===== src/rtl/irq_target_pkg.sv =====
package irq_target_pkg;
  localparam int TGT_W  = 8;
  localparam int CPU_W  = 3;
  localparam int LANES  = 4;
  localparam int DATA_W = TGT_W * LANES;

  typedef enum logic {
    ACC_BYTE = 1'b0,
    ACC_WORD = 1'b1
  } acc_size_e;

  function automatic logic [TGT_W-1:0] cpu_keep_mask(input logic [3:0] count);
    logic [TGT_W-1:0] m;
    for (int b = 0; b < TGT_W; b++) m[b] = (count > 4'(b));
    return m;
  endfunction
endpackage


===== src/rtl/irq_target_wrdec.sv =====
module irq_target_wrdec
  import irq_target_pkg::*;
#(
  parameter int NUM_IRQ  = 64,
  parameter int PRIV_IRQ = 32,
  parameter int ADDR_W   = 7
) (
  input  logic                     wr_fire,
  input  logic                     size,
  input  logic [ADDR_W-1:0]        addr,
  input  logic [DATA_W-1:0]        wdata,
  input  logic [3:0]               cpu_count,
  output logic [NUM_IRQ-1:0]       wr_en,
  output logic [NUM_IRQ*TGT_W-1:0] wr_byte
);
  logic [TGT_W-1:0] keep;
  assign keep = cpu_keep_mask(cpu_count);

  for (genvar i = 0; i < NUM_IRQ; i++) begin : g_irq
    if (i < PRIV_IRQ) begin : g_priv
      assign wr_en[i]                 = 1'b0;
      assign wr_byte[i*TGT_W +: TGT_W] = '0;
    end else begin : g_shared
      localparam logic [ADDR_W-1:0] IA = ADDR_W'(i);
      localparam int LANE = i % LANES;
      logic hit;
      logic [TGT_W-1:0] raw;
      assign hit = (size == ACC_WORD) ? (addr[ADDR_W-1:2] == IA[ADDR_W-1:2])
                                      : (addr == IA);
      assign raw = (size == ACC_WORD) ? wdata[LANE*TGT_W +: TGT_W]
                                      : wdata[TGT_W-1:0];
      assign wr_en[i]                 = wr_fire & hit;
      assign wr_byte[i*TGT_W +: TGT_W] = raw & keep;
    end
  end
endmodule


===== src/rtl/irq_target_entry.sv =====
module irq_target_entry
  import irq_target_pkg::*;
(
  input  logic             clk,
  input  logic             rst_n,
  input  logic             wr_en,
  input  logic [TGT_W-1:0] wr_byte,
  output logic [TGT_W-1:0] mask_q,
  output logic [CPU_W-1:0] route
);
  always_ff @(posedge clk or negedge rst_n) begin
    if (!rst_n)     mask_q <= '0;
    else if (wr_en) mask_q <= wr_byte;
  end

  always_comb begin
    route = '0;
    for (int b = TGT_W - 1; b >= 0; b--)
      if (mask_q[b]) route = CPU_W'(b);
  end

  // index names a set bit and nothing lower is set
  assert_route_lowest_R6: assert property (@(posedge clk) disable iff (!rst_n)
    (mask_q != '0) |-> (mask_q[route] && ((mask_q & ((TGT_W'(1) << route) - TGT_W'(1))) == '0)));
  assert_route_zero_R6: assert property (@(posedge clk) disable iff (!rst_n)
    (mask_q == '0) |-> (route == '0));
endmodule


===== src/rtl/irq_target_bank.sv =====
module irq_target_bank
  import irq_target_pkg::*;
#(
  parameter int NUM_IRQ  = 64,
  parameter int PRIV_IRQ = 32,
  localparam int IDX_W   = $clog2(NUM_IRQ),
  localparam int ADDR_W  = IDX_W + 1
) (
  input  logic                       clk,
  input  logic                       rst_n,
  input  logic [3:0]                 cpu_count,
  input  logic                       req_valid,
  output logic                       req_ready,
  input  logic                       req_write,
  input  logic                       req_size,
  input  logic [ADDR_W-1:0]          req_addr,
  input  logic [31:0]                req_wdata,
  output logic                       rsp_valid,
  input  logic                       rsp_ready,
  output logic [31:0]                rsp_rdata,
  output logic [NUM_IRQ*TGT_W-1:0]   tgt_mask,
  output logic [NUM_IRQ*CPU_W-1:0]   route_cpu
);
  logic                       accept;
  logic [NUM_IRQ-1:0]         wr_en;
  logic [NUM_IRQ*TGT_W-1:0]   wr_byte;
  logic [TGT_W-1:0]           masks [NUM_IRQ];
  logic [DATA_W-1:0]          rd_gather;

  assign req_ready = !rsp_valid || rsp_ready;
  assign accept    = req_valid && req_ready;

  irq_target_wrdec #(
    .NUM_IRQ (NUM_IRQ),
    .PRIV_IRQ(PRIV_IRQ),
    .ADDR_W  (ADDR_W)
  ) u_wrdec (
    .wr_fire  (accept && req_write),
    .size     (req_size),
    .addr     (req_addr),
    .wdata    (req_wdata),
    .cpu_count(cpu_count),
    .wr_en    (wr_en),
    .wr_byte  (wr_byte)
  );

  for (genvar i = 0; i < NUM_IRQ; i++) begin : g_ent
    irq_target_entry u_ent (
      .clk    (clk),
      .rst_n  (rst_n),
      .wr_en  (wr_en[i]),
      .wr_byte(wr_byte[i*TGT_W +: TGT_W]),
      .mask_q (masks[i]),
      .route  (route_cpu[i*CPU_W +: CPU_W])
    );
    assign tgt_mask[i*TGT_W +: TGT_W] = masks[i];

    // stored bits never exceed the CPU count in force at the write
    assert_trim_R5: assert property (@(posedge clk) disable iff (!rst_n)
      wr_en[i] |=> ((masks[i] & ~$past(cpu_keep_mask(cpu_count))) == '0));

    if (i < PRIV_IRQ) begin : g_priv_chk
      assert_private_zero_R4: assert property (@(posedge clk) disable iff (!rst_n)
        masks[i] == '0);
    end
  end

  always_comb begin
    logic [ADDR_W-1:0] idx;
    rd_gather = '0;
    for (int k = 0; k < LANES; k++) begin
      idx = (req_size == ACC_WORD) ? {req_addr[ADDR_W-1:2], 2'(k)} : req_addr;
      if ((req_size == ACC_WORD || k == 0) && (int'(idx) < NUM_IRQ))
        rd_gather[k*TGT_W +: TGT_W] = masks[idx[IDX_W-1:0]];
    end
  end

  always_ff @(posedge clk or negedge rst_n) begin
    if (!rst_n) begin
      rsp_valid <= 1'b0;
      rsp_rdata <= '0;
    end else if (accept) begin
      rsp_valid <= 1'b1;
      rsp_rdata <= req_write ? '0 : rd_gather;
    end else if (rsp_ready) begin
      rsp_valid <= 1'b0;
    end
  end

  // back-pressure holds the response and blocks new requests
  assert_rsp_hold_R9: assert property (@(posedge clk) disable iff (!rst_n)
    (rsp_valid && !rsp_ready) |=> (rsp_valid && $stable(rsp_rdata)));
  assert_stall_blocks_R9: assert property (@(posedge clk) disable iff (!rst_n)
    (rsp_valid && !rsp_ready) |-> !req_ready);
endmodule


===== config.mk =====
export PLATFORM = sky130hd
export DESIGN_NAME = irq_target_bank
export DESIGN_NICKNAME = d
export VERILOG_FILES = /design/src/rtl/irq_target_pkg.sv /design/src/rtl/irq_target_wrdec.sv /design/src/rtl/irq_target_entry.sv /design/src/rtl/irq_target_bank.sv
export SDC_FILE = /design/constraint.sdc
export NUM_CORES = 1
export LEC_CHECK = 0
export ABC_CLOCK_PERIOD_IN_PS = 2000
export CAP_MARGIN = 10
export CORE_AREA = 3 3 308 310
export CTS_CLUSTER_SIZE = 16
export DETAILED_ROUTE_END_ITERATION = 8
export DIE_AREA = 0 0 311 313
export DONT_BUFFER_PORTS = 1
export SETUP_SLACK_MARGIN = 0.5
export SYNTH_ARGS = -nofsm -noshare
export SYNTH_HDL_FRONTEND = slang
export SYNTH_SLANG_ARGS = --single-unit

===== constraint.sdc =====
create_clock -name clk -period 2 [get_ports clk]
set_input_delay 0.2 -clock clk [delete_from_list [all_inputs] [get_ports clk]]
set_output_delay 0.2 -clock clk [all_outputs]
set_load 0.005 [all_outputs]

==> results.toml <==
[outcome]
status = "finished with violations"
failed_checks = "negative hold slack, negative setup slack"

[drt]
dr_total_vias = 21520
drc = 0
wl_um = 121200
vias_per_cell = 5.089
dr.pass1.iters = 5
antenna_left = 0
avgRoutedWirePerCell_um = 28.67
drt-initial-drc-count = 1873

[timing]
report.final.slew_viol_count = 0
finClkSkew_ns = 0.04094
min_period_ns = 2.172
setup_ws_ns = -0.1718
hold_viol = 289
max-slew-margin-rel_pct = 22.84
fin_crit_sh_pct = 108.6
max_freq_mhz = 460.4
worst_slew_pin_slew_ns = 1.157
setup_viol = 12
whs_ns = -0.6306
rsz0062_at_grt = "yes"

[flow_run]
max-cap-violations = 0

[yosys]
syn_inst = 2382
ys_async_sr_fraction_pct = 100.0
synth_area_leader_cell = "dfrtp_1"
yosysSeqAreaShare_pct = 34.35
syn_area_um2 = 21060
synth.area.top_cells = "dfrtp_1 34%, buf_4 13%, mux2_2 10%"
synth_top_area_share_pct = 34.35
yosysWarningCount = 0
synthFlopType = "dfrtp_1"
syn_area_per_cell_um2 = 8.839
ys_types = 70
synth_seq_cells = 289
synth-edff-count = 0

[final_layout]
final_common_cell = "buf_4"
drive_gt1_share_pct = 49.38
nets = 3007
finish.instance_area_um2 = 31380
mostFrequentLayoutCells = "417 x buf_4, 352 x conb_1, 336 x nand2_1, 191 x dfrtp_1, 177 x mux2_4"
syn_to_final_growth_pct = 49.04
fin_cells = 4228
nFillCells = 9367

[global_routing]
grt_pass1_vias = 20540
grt.overflow.total = 0
track_usage_pct = 23.14
grt_pass1_wl_um = 163600
antenna_found_initial = 3
grt_max_degree = 290

[clock_network]
h-tree-depth = 2
cts_tree = "yes"
cts_buffers = 34
clk_latency_ns = 0.57
clock_path_buffers = 3
cts_hold_buf = 7
cts.sinks = 289
root_buffer = "clkbuf_16"
cts.clk_slew.worst_paths_ns = 0.06

[placed_design]
post_dp_cell_area_um2 = 24540
dp_hpwl_um = 92610
port_buffers = 0
dp_slack_ns = -0.09409
dp.cells = 3929
gp_congestion = 1.002

[floorplan]
core_area_um2 = 91940
num_io_pins = 787
rows = 111
start_util_pct = 22.90
die_w_um = 311
die_height_um = 313
dieArea_um2 = 97340

[worst_setup_path]
end_kind = "output port"
cp_data_required_time_ns = 1.80
timing_worst_setup_path_type = "flip-flop to output port"
crit_fanout = 8
worstPathArrival_ns = 1.97
cp-start-kind = "flip-flop"

[worst_hold_path]
hp-class = "primary input to asynchronous set/reset pin"

[power]
p_total_uw = 20200
powerDensity_nw_per_um2 = 643.8
p_leak_uw = 0.01366
irDropWorstVdd_mv = 0.4989
power breakdown:
group / internal, uW / switching [uW] / leakage, uW
combinational: 2680 / 3460 / 0.00948
sequential: 6270 / 719 / 0.00358
clock: 4300 / 2780 / 0.000607
total: 13200 / 6950 / 0.0137
Yosys cell counts (14+ instances only):
master,number
or4_1,34
o21ai_0,80
o21bai_1,32
nand2b_1,14
nor2_1,129
buf_4,362
a32oi_1,23
o211ai_1,20
mux2_2,193
nand2_1,355
inv_1,65
a21oi_1,179
a31oi_1,21
dfrtp_1,289
mux4_2,27
nand3_1,54
mux2i_1,102
nor2_2,28
nor3_1,106
a221oi_1,15
clkbuf_1,33
buf_2,42
final timing paths:
check                                                from                   endpoint  slack, ns  cells past startpoint
worst max-delay path            g_ent[63].u_ent.mask_q[3]             route_cpu[191]      -0.17                      4
max in group asynchronous                           rst_n  g_ent[37].u_ent.mask_q[6]       2.05                      0
worst min register to register  g_ent[34].u_ent.mask_q[6]  g_ent[34].u_ent.mask_q[6]       0.61                      2
min in group clk                                 req_size              rsp_rdata[25]       0.04                      3
worst min-delay path                                rst_n  g_ent[50].u_ent.mask_q[4]      -0.63                      0
worst max register to register                  rsp_valid  g_ent[56].u_ent.mask_q[1]       0.09                      7
sequential cells by signal, indices dropped and copies added, names as in the netlist:
name                flops
rsp_valid               1
g_ent.u_ent.mask_q    256
rsp_rdata              32
layout make-up:
type | count | area, um^2 | area share [%]
repair buffers | 643 | 6065 | 19.33
diodes | 2 | 5.005 | 0.01595
well taps | 1243 | 1555 | 4.956
clock inverters | 16 | 266.5 | 0.8493
inverters | 66 | 285.3 | 0.9091
multi-input cells | 1924 | 14860 | 47.34
clock buffers | 45 | 993.5 | 3.166
flip-flops and latches | 289 | 7355 | 23.44
per-layer routing:
metal	GRT usage [%]	part of all wire (%)	vias up
li1	-	-	8953
met1	28.03	38	10920
met2	38.75	47	1324
met3	6.612	9.4	312
met4	9.138	5.1	2
met5	0	0.011	-
timing repair:
action                                 4_1_cts  5_1_grt
gates resized for setup                    581      384
setup endpoints to repair                  394      388
pin swaps                                  177      149
gates cloned                                 0        2
setup buffers                              132       95
endpoints found under the hold margin      302      289
stage by stage:
| step | hold slack [ns] | utilization (%) | setup TNS, ns |
|---|---|---|---|
| 2_1_floorplan | -0.09559 | - | 0 |
| 3_3_place_gp | -0.08614 | 26.70 | -1.083 |
| 3_5_place_dp | -0.06413 | 26.70 | -0.8672 |
| 4_1_cts | -0.6722 | 31.49 | -1.466 |
| 5_1_grt | -0.6606 | 34.13 | -1.724 |
| 6_report | -0.6306 | 34.13 | -1.050 |
kinds of logic after synthesis:
group | share of synthesized area (%)
AND/OR/NAND/NOR | 17.04
buffers and inverters | 16.28
AO/OA/AOI/OAI | 14.26
multiplexers | 18.06
flip-flops | 34.35
other | 0.01781
worst max-delay path, stage by stage, from the launching register on:
cell and delay (ns):
dfrtp_2 0.49, or4_4 0.57, a21oi_2 0.14, buf_4 0.15, buf_6 0.09
No activity file was read; power rests on OpenSTA's default activity.
